### src/rtl/lf_pkg.sv
package lf_pkg;
    localparam int LF_DW = 16;
    localparam int LF_NARITH = 6;

    // arithmetic flag vector indices
    localparam int AI_CF = 0;
    localparam int AI_PF = 1;
    localparam int AI_AF = 2;
    localparam int AI_ZF = 3;
    localparam int AI_SF = 4;
    localparam int AI_OF = 5;

    // packed word bit positions
    localparam int WB_CF = 0;
    localparam int WB_PF = 2;
    localparam int WB_AF = 4;
    localparam int WB_ZF = 6;
    localparam int WB_SF = 7;
    localparam int WB_TF = 8;
    localparam int WB_IE = 9;
    localparam int WB_DF = 10;
    localparam int WB_OF = 11;

    localparam logic [15:0] WORD_FIXED = 16'hF02A;

    typedef enum logic [3:0] {
        M_EAGER  = 4'd0,
        M_ADD    = 4'd1,
        M_SUB    = 4'd2,
        M_INC    = 4'd3,
        M_DEC    = 4'd4,
        M_SHL    = 4'd5,
        M_SHR    = 4'd6,
        M_SAR    = 4'd7,
        M_ROL    = 4'd8,
        M_ROR    = 4'd9,
        M_LOADED = 4'd10
    } lf_mode_e;
endpackage

### src/rtl/lf_capture.sv
module lf_capture
    import lf_pkg::*;
#(
    parameter int DW = LF_DW,
    parameter int NA = LF_NARITH
) (
    input  logic          clk,
    input  logic          rst_n,
    input  logic          upd_valid,
    input  logic [3:0]    upd_op,
    input  logic [DW-1:0] upd_dst,
    input  logic [DW-1:0] upd_src,
    input  logic [DW-1:0] upd_res,
    input  logic          upd_word,
    input  logic [NA-1:0] upd_eflags,
    input  logic          ld_valid,
    input  logic [DW-1:0] ld_word,
    output lf_mode_e      mode_q,
    output logic          word_q,
    output logic [DW-1:0] dst_q,
    output logic [DW-1:0] src_q,
    output logic [DW-1:0] res_q,
    output logic [NA-1:0] ef_q
);
    localparam int HW = DW / 2;
    localparam logic [DW-1:0] BYTE_MASK = {{(DW-HW){1'b0}}, {HW{1'b1}}};

    lf_mode_e      mode_d;
    logic          word_d;
    logic [DW-1:0] dst_d, src_d, res_d, wmask;
    logic [NA-1:0] ef_d;

    assign wmask = upd_word ? {DW{1'b1}} : BYTE_MASK;

    // next state
    always_comb begin
        mode_d = mode_q;
        word_d = word_q;
        dst_d  = dst_q;
        src_d  = src_q;
        res_d  = res_q;
        ef_d   = ef_q;
        if (ld_valid) begin
            mode_d = M_LOADED;
            word_d = 1'b1;
            dst_d  = '0;
            src_d  = '0;
            res_d  = ld_word;
            ef_d   = '0;
        end else if (upd_valid) begin
            unique case (upd_op)
                4'd1:    mode_d = M_ADD;
                4'd2:    mode_d = M_SUB;
                4'd3:    mode_d = M_INC;
                4'd4:    mode_d = M_DEC;
                4'd5:    mode_d = M_SHL;
                4'd6:    mode_d = M_SHR;
                4'd7:    mode_d = M_SAR;
                4'd8:    mode_d = M_ROL;
                4'd9:    mode_d = M_ROR;
                default: mode_d = M_EAGER;
            endcase
            word_d = upd_word;
            dst_d  = upd_dst & wmask;
            src_d  = upd_src & wmask;
            res_d  = upd_res & wmask;
            ef_d   = upd_eflags;
        end
    end

    // state register
    always_ff @(posedge clk) begin
        if (!rst_n) begin
            mode_q <= M_EAGER;
            word_q <= 1'b1;
            dst_q  <= '0;
            src_q  <= '0;
            res_q  <= '0;
            ef_q   <= '0;
        end else begin
            mode_q <= mode_d;
            word_q <= word_d;
            dst_q  <= dst_d;
            src_q  <= src_d;
            res_q  <= res_d;
            ef_q   <= ef_d;
        end
    end
endmodule

### src/rtl/lf_shift_carry.sv
module lf_shift_carry
    import lf_pkg::*;
#(
    parameter int DW = LF_DW
) (
    input  lf_mode_e      mode,
    input  logic          word,
    input  logic [DW-1:0] dst,
    input  logic [DW-1:0] cnt,
    input  logic [DW-1:0] sign_mask,
    output logic          carry
);
    localparam int HW = DW / 2;
    localparam logic [DW-1:0] FULL_W = DW[DW-1:0];
    localparam logic [DW-1:0] HALF_W = HW[DW-1:0];

    logic [DW-1:0] width, rot_mask, nm1, rk, right_v, left_m, rot_r_v, rot_l_m;
    logic          in_range, sign_bit;

    assign width    = word ? FULL_W : HALF_W;
    assign rot_mask = width - 1'b1;
    assign nm1      = cnt - 1'b1;
    assign rk       = nm1 & rot_mask;
    assign in_range = (cnt != '0) && (cnt <= width);
    assign sign_bit = |(dst & sign_mask);
    assign right_v  = dst >> nm1;
    assign left_m   = sign_mask >> nm1;
    assign rot_r_v  = dst >> rk;
    assign rot_l_m  = sign_mask >> rk;

    always_comb begin
        unique case (mode)
            M_SHL:   carry = in_range ? |(dst & left_m) : 1'b0;
            M_SHR:   carry = in_range ? right_v[0] : 1'b0;
            M_SAR:   carry = in_range ? right_v[0] : sign_bit;
            M_ROL:   carry = |(dst & rot_l_m);
            M_ROR:   carry = rot_r_v[0];
            default: carry = 1'b0;
        endcase
    end
endmodule

### src/rtl/lf_eval.sv
module lf_eval
    import lf_pkg::*;
#(
    parameter int DW = LF_DW,
    parameter int NA = LF_NARITH
) (
    input  lf_mode_e      mode,
    input  logic          word,
    input  logic [DW-1:0] dst,
    input  logic [DW-1:0] src,
    input  logic [DW-1:0] res,
    input  logic [NA-1:0] ef,
    input  logic          sh_carry,
    input  logic [DW-1:0] sign_mask,
    output logic [NA-1:0] flags
);
    logic [DW-1:0] aux_v;
    logic          par_even, zero_v, sign_v, add_af;
    logic          of_sub, of_add, of_sh;

    // parity tree built bit by bit
    logic [DW:0] par_chain;
    assign par_chain[0] = 1'b0;
    for (genvar i = 0; i < DW; i++) begin : g_par
        assign par_chain[i+1] = par_chain[i] ^ res[i];
    end

    assign par_even = ~par_chain[DW];
    assign zero_v   = (res == '0);
    assign sign_v   = |(res & sign_mask);
    assign aux_v    = dst ^ src ^ res;
    assign add_af   = aux_v[4];
    assign of_sub   = |(sign_mask & (src ^ dst) & (dst ^ res));
    assign of_add   = |(sign_mask & ~(src ^ dst) & (dst ^ res));
    assign of_sh    = |(sign_mask & (dst ^ res));

    // output process
    always_comb begin
        flags = '0;
        unique case (mode)
            M_EAGER: flags = ef;
            M_LOADED: begin
                flags[AI_CF] = res[WB_CF];
                flags[AI_PF] = res[WB_PF];
                flags[AI_AF] = res[WB_AF];
                flags[AI_ZF] = res[WB_ZF];
                flags[AI_SF] = res[WB_SF];
                flags[AI_OF] = res[WB_OF];
            end
            M_ADD, M_SUB, M_INC, M_DEC: begin
                flags[AI_CF] = ef[AI_CF];
                flags[AI_PF] = par_even;
                flags[AI_AF] = add_af;
                flags[AI_ZF] = zero_v;
                flags[AI_SF] = sign_v;
                unique case (mode)
                    M_ADD:   flags[AI_OF] = of_add;
                    M_SUB:   flags[AI_OF] = of_sub;
                    M_INC:   flags[AI_OF] = (res == sign_mask);
                    default: flags[AI_OF] = (res == (sign_mask - 1'b1));
                endcase
            end
            M_SHL, M_SHR, M_SAR: begin
                flags[AI_CF] = sh_carry;
                flags[AI_PF] = par_even;
                flags[AI_AF] = 1'b0;
                flags[AI_ZF] = zero_v;
                flags[AI_SF] = sign_v;
                flags[AI_OF] = of_sh;
            end
            M_ROL, M_ROR: begin
                flags[AI_CF] = sh_carry;
                flags[AI_PF] = ef[AI_PF];
                flags[AI_AF] = ef[AI_AF];
                flags[AI_ZF] = ef[AI_ZF];
                flags[AI_SF] = ef[AI_SF];
                flags[AI_OF] = of_sh;
            end
            default: flags = '0;
        endcase
    end
    wire unused_word = word;
endmodule

### src/rtl/lf_ctrl_bits.sv
module lf_ctrl_bits
    import lf_pkg::*;
#(
    parameter int NB = 3,
    parameter int BASE = WB_TF,
    parameter int DW = LF_DW
) (
    input  logic          clk,
    input  logic          rst_n,
    input  logic [NB-1:0] we,
    input  logic [NB-1:0] val,
    input  logic          ld_valid,
    input  logic [DW-1:0] ld_word,
    output logic [NB-1:0] q
);
    for (genvar i = 0; i < NB; i++) begin : g_bit
        always_ff @(posedge clk) begin
            if (!rst_n)          q[i] <= 1'b0;
            else if (we[i])      q[i] <= val[i];
            else if (ld_valid)   q[i] <= ld_word[BASE+i];
        end
    end
endmodule

### src/rtl/lf_flags.sv
module lf_flags
    import lf_pkg::*;
#(
    parameter int DW = LF_DW,
    parameter int NA = LF_NARITH
) (
    input  logic          clk,
    input  logic          rst_n,
    input  logic          upd_valid,
    input  logic [3:0]    upd_op,
    input  logic [DW-1:0] upd_dst,
    input  logic [DW-1:0] upd_src,
    input  logic [DW-1:0] upd_res,
    input  logic          upd_word,
    input  logic [NA-1:0] upd_eflags,
    input  logic          ld_valid,
    input  logic [DW-1:0] ld_word,
    input  logic [2:0]    ctl_we,
    input  logic [2:0]    ctl_val,
    output logic          cf,
    output logic          pf,
    output logic          af,
    output logic          zf,
    output logic          sf,
    output logic          of,
    output logic          tf,
    output logic          ie,
    output logic          df,
    output logic [DW-1:0] flags_word
);
    localparam int HW = DW / 2;
    localparam logic [DW-1:0] SM_FULL = {1'b1, {(DW-1){1'b0}}};
    localparam logic [DW-1:0] SM_HALF = {{(HW){1'b0}}, 1'b1, {(HW-1){1'b0}}};

    lf_mode_e      mode_q;
    logic          word_q, sh_carry;
    logic [DW-1:0] dst_q, src_q, res_q, sign_mask;
    logic [NA-1:0] ef_q, flags;
    logic [2:0]    ctl_q;

    lf_capture #(.DW(DW), .NA(NA)) u_cap (
        .clk(clk), .rst_n(rst_n),
        .upd_valid(upd_valid), .upd_op(upd_op), .upd_dst(upd_dst),
        .upd_src(upd_src), .upd_res(upd_res), .upd_word(upd_word),
        .upd_eflags(upd_eflags), .ld_valid(ld_valid), .ld_word(ld_word),
        .mode_q(mode_q), .word_q(word_q), .dst_q(dst_q), .src_q(src_q),
        .res_q(res_q), .ef_q(ef_q)
    );

    assign sign_mask = word_q ? SM_FULL : SM_HALF;

    lf_shift_carry #(.DW(DW)) u_shc (
        .mode(mode_q), .word(word_q), .dst(dst_q), .cnt(src_q),
        .sign_mask(sign_mask), .carry(sh_carry)
    );

    lf_eval #(.DW(DW), .NA(NA)) u_eval (
        .mode(mode_q), .word(word_q), .dst(dst_q), .src(src_q), .res(res_q),
        .ef(ef_q), .sh_carry(sh_carry), .sign_mask(sign_mask), .flags(flags)
    );

    lf_ctrl_bits #(.NB(3), .BASE(WB_TF), .DW(DW)) u_ctl (
        .clk(clk), .rst_n(rst_n), .we(ctl_we), .val(ctl_val),
        .ld_valid(ld_valid), .ld_word(ld_word), .q(ctl_q)
    );

    assign cf = flags[AI_CF];
    assign pf = flags[AI_PF];
    assign af = flags[AI_AF];
    assign zf = flags[AI_ZF];
    assign sf = flags[AI_SF];
    assign of = flags[AI_OF];
    assign tf = ctl_q[0];
    assign ie = ctl_q[1];
    assign df = ctl_q[2];

    always_comb begin
        flags_word        = WORD_FIXED;
        flags_word[WB_CF] = cf;
        flags_word[WB_PF] = pf;
        flags_word[WB_AF] = af;
        flags_word[WB_ZF] = zf;
        flags_word[WB_SF] = sf;
        flags_word[WB_TF] = tf;
        flags_word[WB_IE] = ie;
        flags_word[WB_DF] = df;
        flags_word[WB_OF] = of;
    end
endmodule

### config.mk
export PLATFORM = sky130hd
export DESIGN_NAME = lf_flags
export DESIGN_NICKNAME = d
export VERILOG_FILES = /design/src/rtl/lf_pkg.sv /design/src/rtl/lf_capture.sv /design/src/rtl/lf_shift_carry.sv /design/src/rtl/lf_eval.sv /design/src/rtl/lf_ctrl_bits.sv /design/src/rtl/lf_flags.sv
export SDC_FILE = /design/constraint.sdc
export NUM_CORES = 1
export LEC_CHECK = 0
export BUFFER_PORTS_ARGS = -buffer_cell sky130_fd_sc_hd__buf_2
export CAP_MARGIN = 20
export CORE_MARGIN = 8
export CORE_UTILIZATION = 40
export DETAILED_ROUTE_END_ITERATION = 10
export PLACE_DENSITY = 0.68
export SLEW_MARGIN = 10
export SYNTH_ARGS = -nofsm -noshare
export SYNTH_HDL_FRONTEND = slang
export SYNTH_SLANG_ARGS = --single-unit
### constraint.sdc
create_clock -name clk -period 8.45 [get_ports clk]
set_input_delay 0.845 -clock clk [delete_from_list [all_inputs] [get_ports clk]]
set_output_delay 0.845 -clock clk [all_outputs]
set_load 0.005 [all_outputs]
## Word level (Yosys, flattened, before mapping)

Memory sizes are Yosys's and may differ from the RTL's.
Index checks and enable logic that the tools add are counted.

| word-level totals | value |
|---|---|
| register bits after elaboration | 62 |
| ROM bits | 64 |
| bits of input ports | 85 |
| output and inout bits | 25 |
| word-level logic and storage cells | 103 |
| memories | 1 |

Memory list:

| memory | depth | width | rd ports | clocked after memory_dff | wr ports | RTL line | source |
|---|---|---|---|---|---|---|---|
| (name not given) | 16 | 4 | 1 | 0 | 0 | lf_capture.sv:51 | `unique case (upd_op)` |

| cells by class | value |
|---|---|
| add/sub/neg operators | 3 |
| order comparisons | 1 |
| equal/unequal tests | 12 |
| shift operators | 4 |
| muxes and demuxes | 19 |
| bitwise gates (word level) | 34 |
| reductions and logical operators | 19 |

Operators with widths:

| operator | count |
|---|---|
| 16-bit AND | 13 |
| 16-bit OR reduction | 7 |
| 16-bit two-way mux | 4 |
| 16-bit by 1-bit subtractor with 16-bit output, second input constant | 3 |
| 16-bit equality test | 2 |
| 16-bit by 16-bit right shift with 1-bit output | 2 |
| 16-bit by 16-bit right shift with 16-bit output | 2 |
| 16-bit XOR | 2 |
| 6-bit one-hot mux with 5 select lines | 1 |
| 4-bit by 3-bit equality test with 1-bit output, second input constant | 4 |
| 16-bit <= comparator | 1 |
| 16-bit logical NOT | 1 |
| 16-bit inverter | 1 |
| 16-bit nonzero test | 1 |
| 1-bit XOR | 15 |
| 4-bit equality test, second input constant | 3 |
| 1-bit two-way mux | 9 |
| 4-bit by 2-bit equality test with 1-bit output, second input constant | 2 |
| 4-bit two-way mux | 2 |
| 2-bit nonzero test | 4 |
| 5-bit two-way mux | 1 |
| 1-bit one-hot mux with 5 select lines | 1 |
| 5-bit XOR | 1 |
| 4-bit by 1-bit equality test with 1-bit output, second input constant | 1 |
| other kinds (7) | 9 |

## Logic depth before layout (Yosys ltp)

| logic depth | value |
|---|---|
| depth after elaboration | 17 |
| gate-level depth with buffers | 12 |

## Cells and area by module

Synthesis repeated with hierarchy kept, for this count alone.

| unflattened totals | value |
|---|---|
| cell total of the unflattened synthesis | 771 |
| area total of the unflattened synthesis | 6387.4 sq um |

Modules (own cells, without submodules):

| module | times used | cells each | area each (sq um) | sequential area each (sq um) |
|---|---|---|---|---|
| lf_capture | 1 | 244 | 2471.1 | 1181.1 |
| lf_eval | 1 | 307 | 2082.0 | 0.0 |
| lf_shift_carry | 1 | 189 | 1560.2 | 0.0 |
| lf_ctrl_bits | 1 | 12 | 142.6 | 60.1 |
| lf_flags | 1 | 19 | 131.4 | 0.0 |

## Worst setup path before layout

No wires, ideal clock.

| timing path | value |
|---|---|
| kind | flip-flop to output port |
| start point | register u_cap.src_q[0] |
| end point | output flags_word[0] |
| data arrival time | 2534 ps |
| required time | 7605 ps |
| setup slack | 5071 ps |
| stages on the path, launching flop included | 13 |
| path buffers | 4 |
| path through | dfxtp_1 -> buf_2 -> inv_1 -> ha_1 -> buf_2 -> buf_2 -> mux2i_1 -> nor3_1 -> a211oi_1 -> a32oi_1 -> a2111oi_2 -> nand3_1 -> buf_4 |

| between the ends | value |
|---|---|
| word-level cells in the longest chain between the ends | 7 |
| elaborated cells between the ends (all ways) | 18 |

Ends and longest elaborated chain:

| item | RTL line | source |
|---|---|---|
| start: declaration | lf_capture.sv:21 | `output logic [DW-1:0] src_q,` |
| start signal: assignment | lf_capture.sv:84 | `src_q <= src_d;` |
| 16-bit by 1-bit subtractor with 16-bit output | lf_shift_carry.sv:22 | `assign nm1 = cnt - 1'b1;` |
| 16-bit AND / 16-bit by 16-bit right shift with 16-bit output (equally long branches) | lf_shift_carry.sv:23, lf_shift_carry.sv:27 |  |
| 16-bit by 16-bit right shift with 16-bit output / 16-bit AND (equally long branches) | lf_shift_carry.sv:29, lf_shift_carry.sv:33 |  |
| 16-bit AND / 16-bit OR reduction (equally long branches) | lf_shift_carry.sv:36, lf_shift_carry.sv:33 |  |
| 16-bit OR reduction / 1-bit two-way mux (equally long branches) | lf_shift_carry.sv:36, lf_shift_carry.sv:33 |  |
| 1-bit one-hot mux with 5 select lines (*) | lf_shift_carry.sv:32 | `unique case (mode)` |
| 6-bit one-hot mux with 5 select lines (*) | lf_eval.sv:40 | `unique case (mode)` |
| end: declaration | lf_flags.sv:29 | `output logic [DW-1:0] flags_word` |

Mark *: on every way between the ends. The rest lies on a longest branch, timed or not.

## Final worst setup path

Ends and elaborated chain as after synthesis.

==> results.toml <==
[sta]
clock_skew_ps = 0
max_freq_mhz = 219
rsz0062_at_grt = "no"
fin_tns_setup_ps = 0
worst_pin_slew_ps = 1080
setup_viol = 0
hold_violations = 0
slew_headroom_pct = 27.7
period_minus_slack_ps = 4560
report.final.slew_viol_count = 0
finalCritPeriodShare_pct = 54.0

[synthesis]
synth_ff_type = "dfxtp_1"
yosys.area_share.simple_pct = 21.2
synth_mux_area_share_pct = 14.3
synth_top_family_by_area = "simple AND/OR/NAND/NOR gates"
synth_compound_area_share_pct = 17.3
synth_warnings = 0
avgSynthCellArea_um2 = 8.44
synthCells = 468
synth_seq_cells = 62
synth_edf_count = 0
yosysSeqAreaShare_pct = 31.4
synth_xor_area_share_pct = 5.48
ys_types = 61
synthAdderAreaFrac_pct = 1.90
syn-cell-area_um2 = 3950
async_flop_share_pct = 0

[clocking]
cts_resized = 0
cts.path.max_buffers = 2
cts_made_buffers = 9
cts_tree = "yes"
clk_pin_slew_worst_paths_ps = 70
postCtsSetupBuffers = 0
clk_latency_ps = 330
cts_hold_buf = 0
root_buffer = "clkbuf_8"
clock_sinks = 62
htree_num_levels = 3

[drt]
ant_nets = 0
vias_per_cell = 5.36
drt_wl_total_um = 11000
firstDrtPassIters = 6
drc = 0
highest_layer = "met4"
dr_wl_met2_um = 5180
wl_met1_um = 4800
drt_iter0_markers = 213
met3_length_um = 760
wl_per_cell_um = 16.2
dr_total_vias = 3632

[placed_design]
dp.final_hpwl_um = 7980
gp_congestion = 0.911
placed_cells = 661
io_buffer_count = 102

[global_route]
antenna_found_initial = 0
grt_pass1_vias = 3585
grt_pass1_wl_um = 17600
grt_start_max_net_pins = 42
track_usage_pct = 16.6
globalRouteOverflowTotal = 0

[final_layout]
multi_input_area_um2 = 2400
layout-drive-gt1-share_pct = 24.1
final_cell_count_no_fill = 677
seqCellArea_um2 = 1240
synthToLayoutAreaGrowth_pct = 16.7
num-fill-cells = 964
final_nets = 630
final_common_cell = "buf_2"
postLayoutCoreUtil_pct = 47.6
antenna_cells = 0
mostFrequentLayoutCells = "102 x buf_2, 62 x dfxtp_1, 51 x nor2_1"

[die]
row_count = 36
coreArea_um2 = 9680
initial_core_util_pct = 40.8
dieArea_um2 = 13300
io-pin-count = 110
dieHeight_um = 115
fp.dieW_um = 115

[run_status]
outcome = "finished clean"

[power_and_ir_drop]
power_density_nw_per_um2 = 169
ir_drop_v = 0.0000723
leakagePower_uw = 0.00193

[critical_path]
critPathSlowestCell = "dfxtp_1"
critPathMaxFanout = 22
critPathArrivalTime_ps = 3720
critPathLaunchType = "register"
endpoint_kind = "output port"
cp_slowest_stage_delay_ps = 870
critPathTopFamily = "compound AO/OA/AOI/OAI gates"
cp.required_ps = 7610
crit_buf_inv = 2
worstPathCellList = "inv_1 -> ha_1 -> mux2i_1 -> o21ai_0 -> o211ai_1 -> a32oi_1 -> a2111oi_2 -> nand3_1 -> buf_2"
critPathKind = "register to output port"

[hold_path]
hold_path.class = "register to register"

[flow_run]
maxCapViolations = 0
-- synth_stat cells, types with 7 or more instances --
| master | number | share of area [%] |
|---|---|---|
| inv_1 | 9 | 0.86 |
| buf_4 | 16 | 3.0 |
| nand2b_1 | 7 | 1.1 |
| nor3_1 | 12 | 1.5 |
| nor2_1 | 51 | 4.8 |
| and2_1 | 20 | 3.2 |
| nand3_1 | 9 | 1.1 |
| a22oi_1 | 24 | 4.6 |
| o21ai_0 | 33 | 4.2 |
| buf_2 | 8 | 1.0 |
| xnor2_1 | 17 | 3.8 |
| dfxtp_1 | 62 | 31 |
| mux2i_1 | 45 | 11 |
| clkbuf_1 | 21 | 2.0 |
| nand2_1 | 32 | 3.0 |
| a21oi_1 | 9 | 1.1 |
-- state kept, by name (all words and copies together) (netlist names) --
register,count
u_cap.dst_q,16
u_cap.ef_q,6
u_cap.mode_q,4
u_cap.res_q,16
u_cap.src_q,16
u_cap.word_q,1
u_ctl.q,3
-- worst paths after layout --
| path | startpoint | to | slack (ps) | cells past startpoint |
|---|---|---|---|---|
| worst min register to register | u_cap.src_q[9]$_SDFFE_PP0P_ | u_cap.src_q[9]$_SDFFE_PP0P_ | 510 | 2 |
| worst max-delay path | u_cap.src_q[0]$_SDFFE_PP0P_ | flags_word[0] | 3890 | 9 |
| worst max register to register | u_cap.src_q[0]$_SDFFE_PP0P_ | u_cap.src_q[0]$_SDFFE_PP0P_ | 7240 | 2 |
| worst min-delay path | u_cap.src_q[9]$_SDFFE_PP0P_ | u_cap.src_q[9]$_SDFFE_PP0P_ | 510 | 2 |
-- logic make-up (layout without fill, tap and decap cells) --
family / Yosys count / after routing
flops: 62 / 62
compound gates: 101 / 101
mux: 50 / 50
xor+xnor: 23 / 23
fa+ha+maj: 6 / 6
other cells: 1 / 7
buf+inv: 62 / 132
simple gates: 163 / 163
-- area by class of cell --
class                      count  share of cell area, %
timing repair buffer         104                   11.4
clock buffer                  12                   2.93
tap                          133                   3.61
clock inverter                 4                   2.06
inverter                      12                  0.977
multi-input combinational    350                   52.1
sequential                    62                   26.9
-- where the power goes --
part | internal [uW] | switching (uW) | leakage (uW)
registers | 304 | 19.3 | 0.000507
logic | 70.7 | 72.4 | 0.00131
clock network | 196 | 114 | 0.000115
total | 571 | 206 | 0.00193
-- stage by stage --
stage	total power, uW	area [um^2]	hold WS [ps]	worst slack [ps]
final	777	4610	510	3890
after global routing	814	4610	545	3590
after detailed placement	472	4380	500	4350
after floorplan	430	3970	452	5070
after global placement	467	4380	487	4590
after CTS	785	4610	517	3920
-- worst register-to-register path, stage by stage (launching register included) --
cell     delay [ps]
dfxtp_1         870
mux2i_1         170
nor2_1          110
-- per-layer routing --
metal,vias to the layer above,track usage [%]
li1,1798,-
met2,127,27.1
met5,-,0
met4,0,5.43
met1,1685,20.0
met3,22,5.46
No activity file was read; power rests on OpenSTA's default activity.
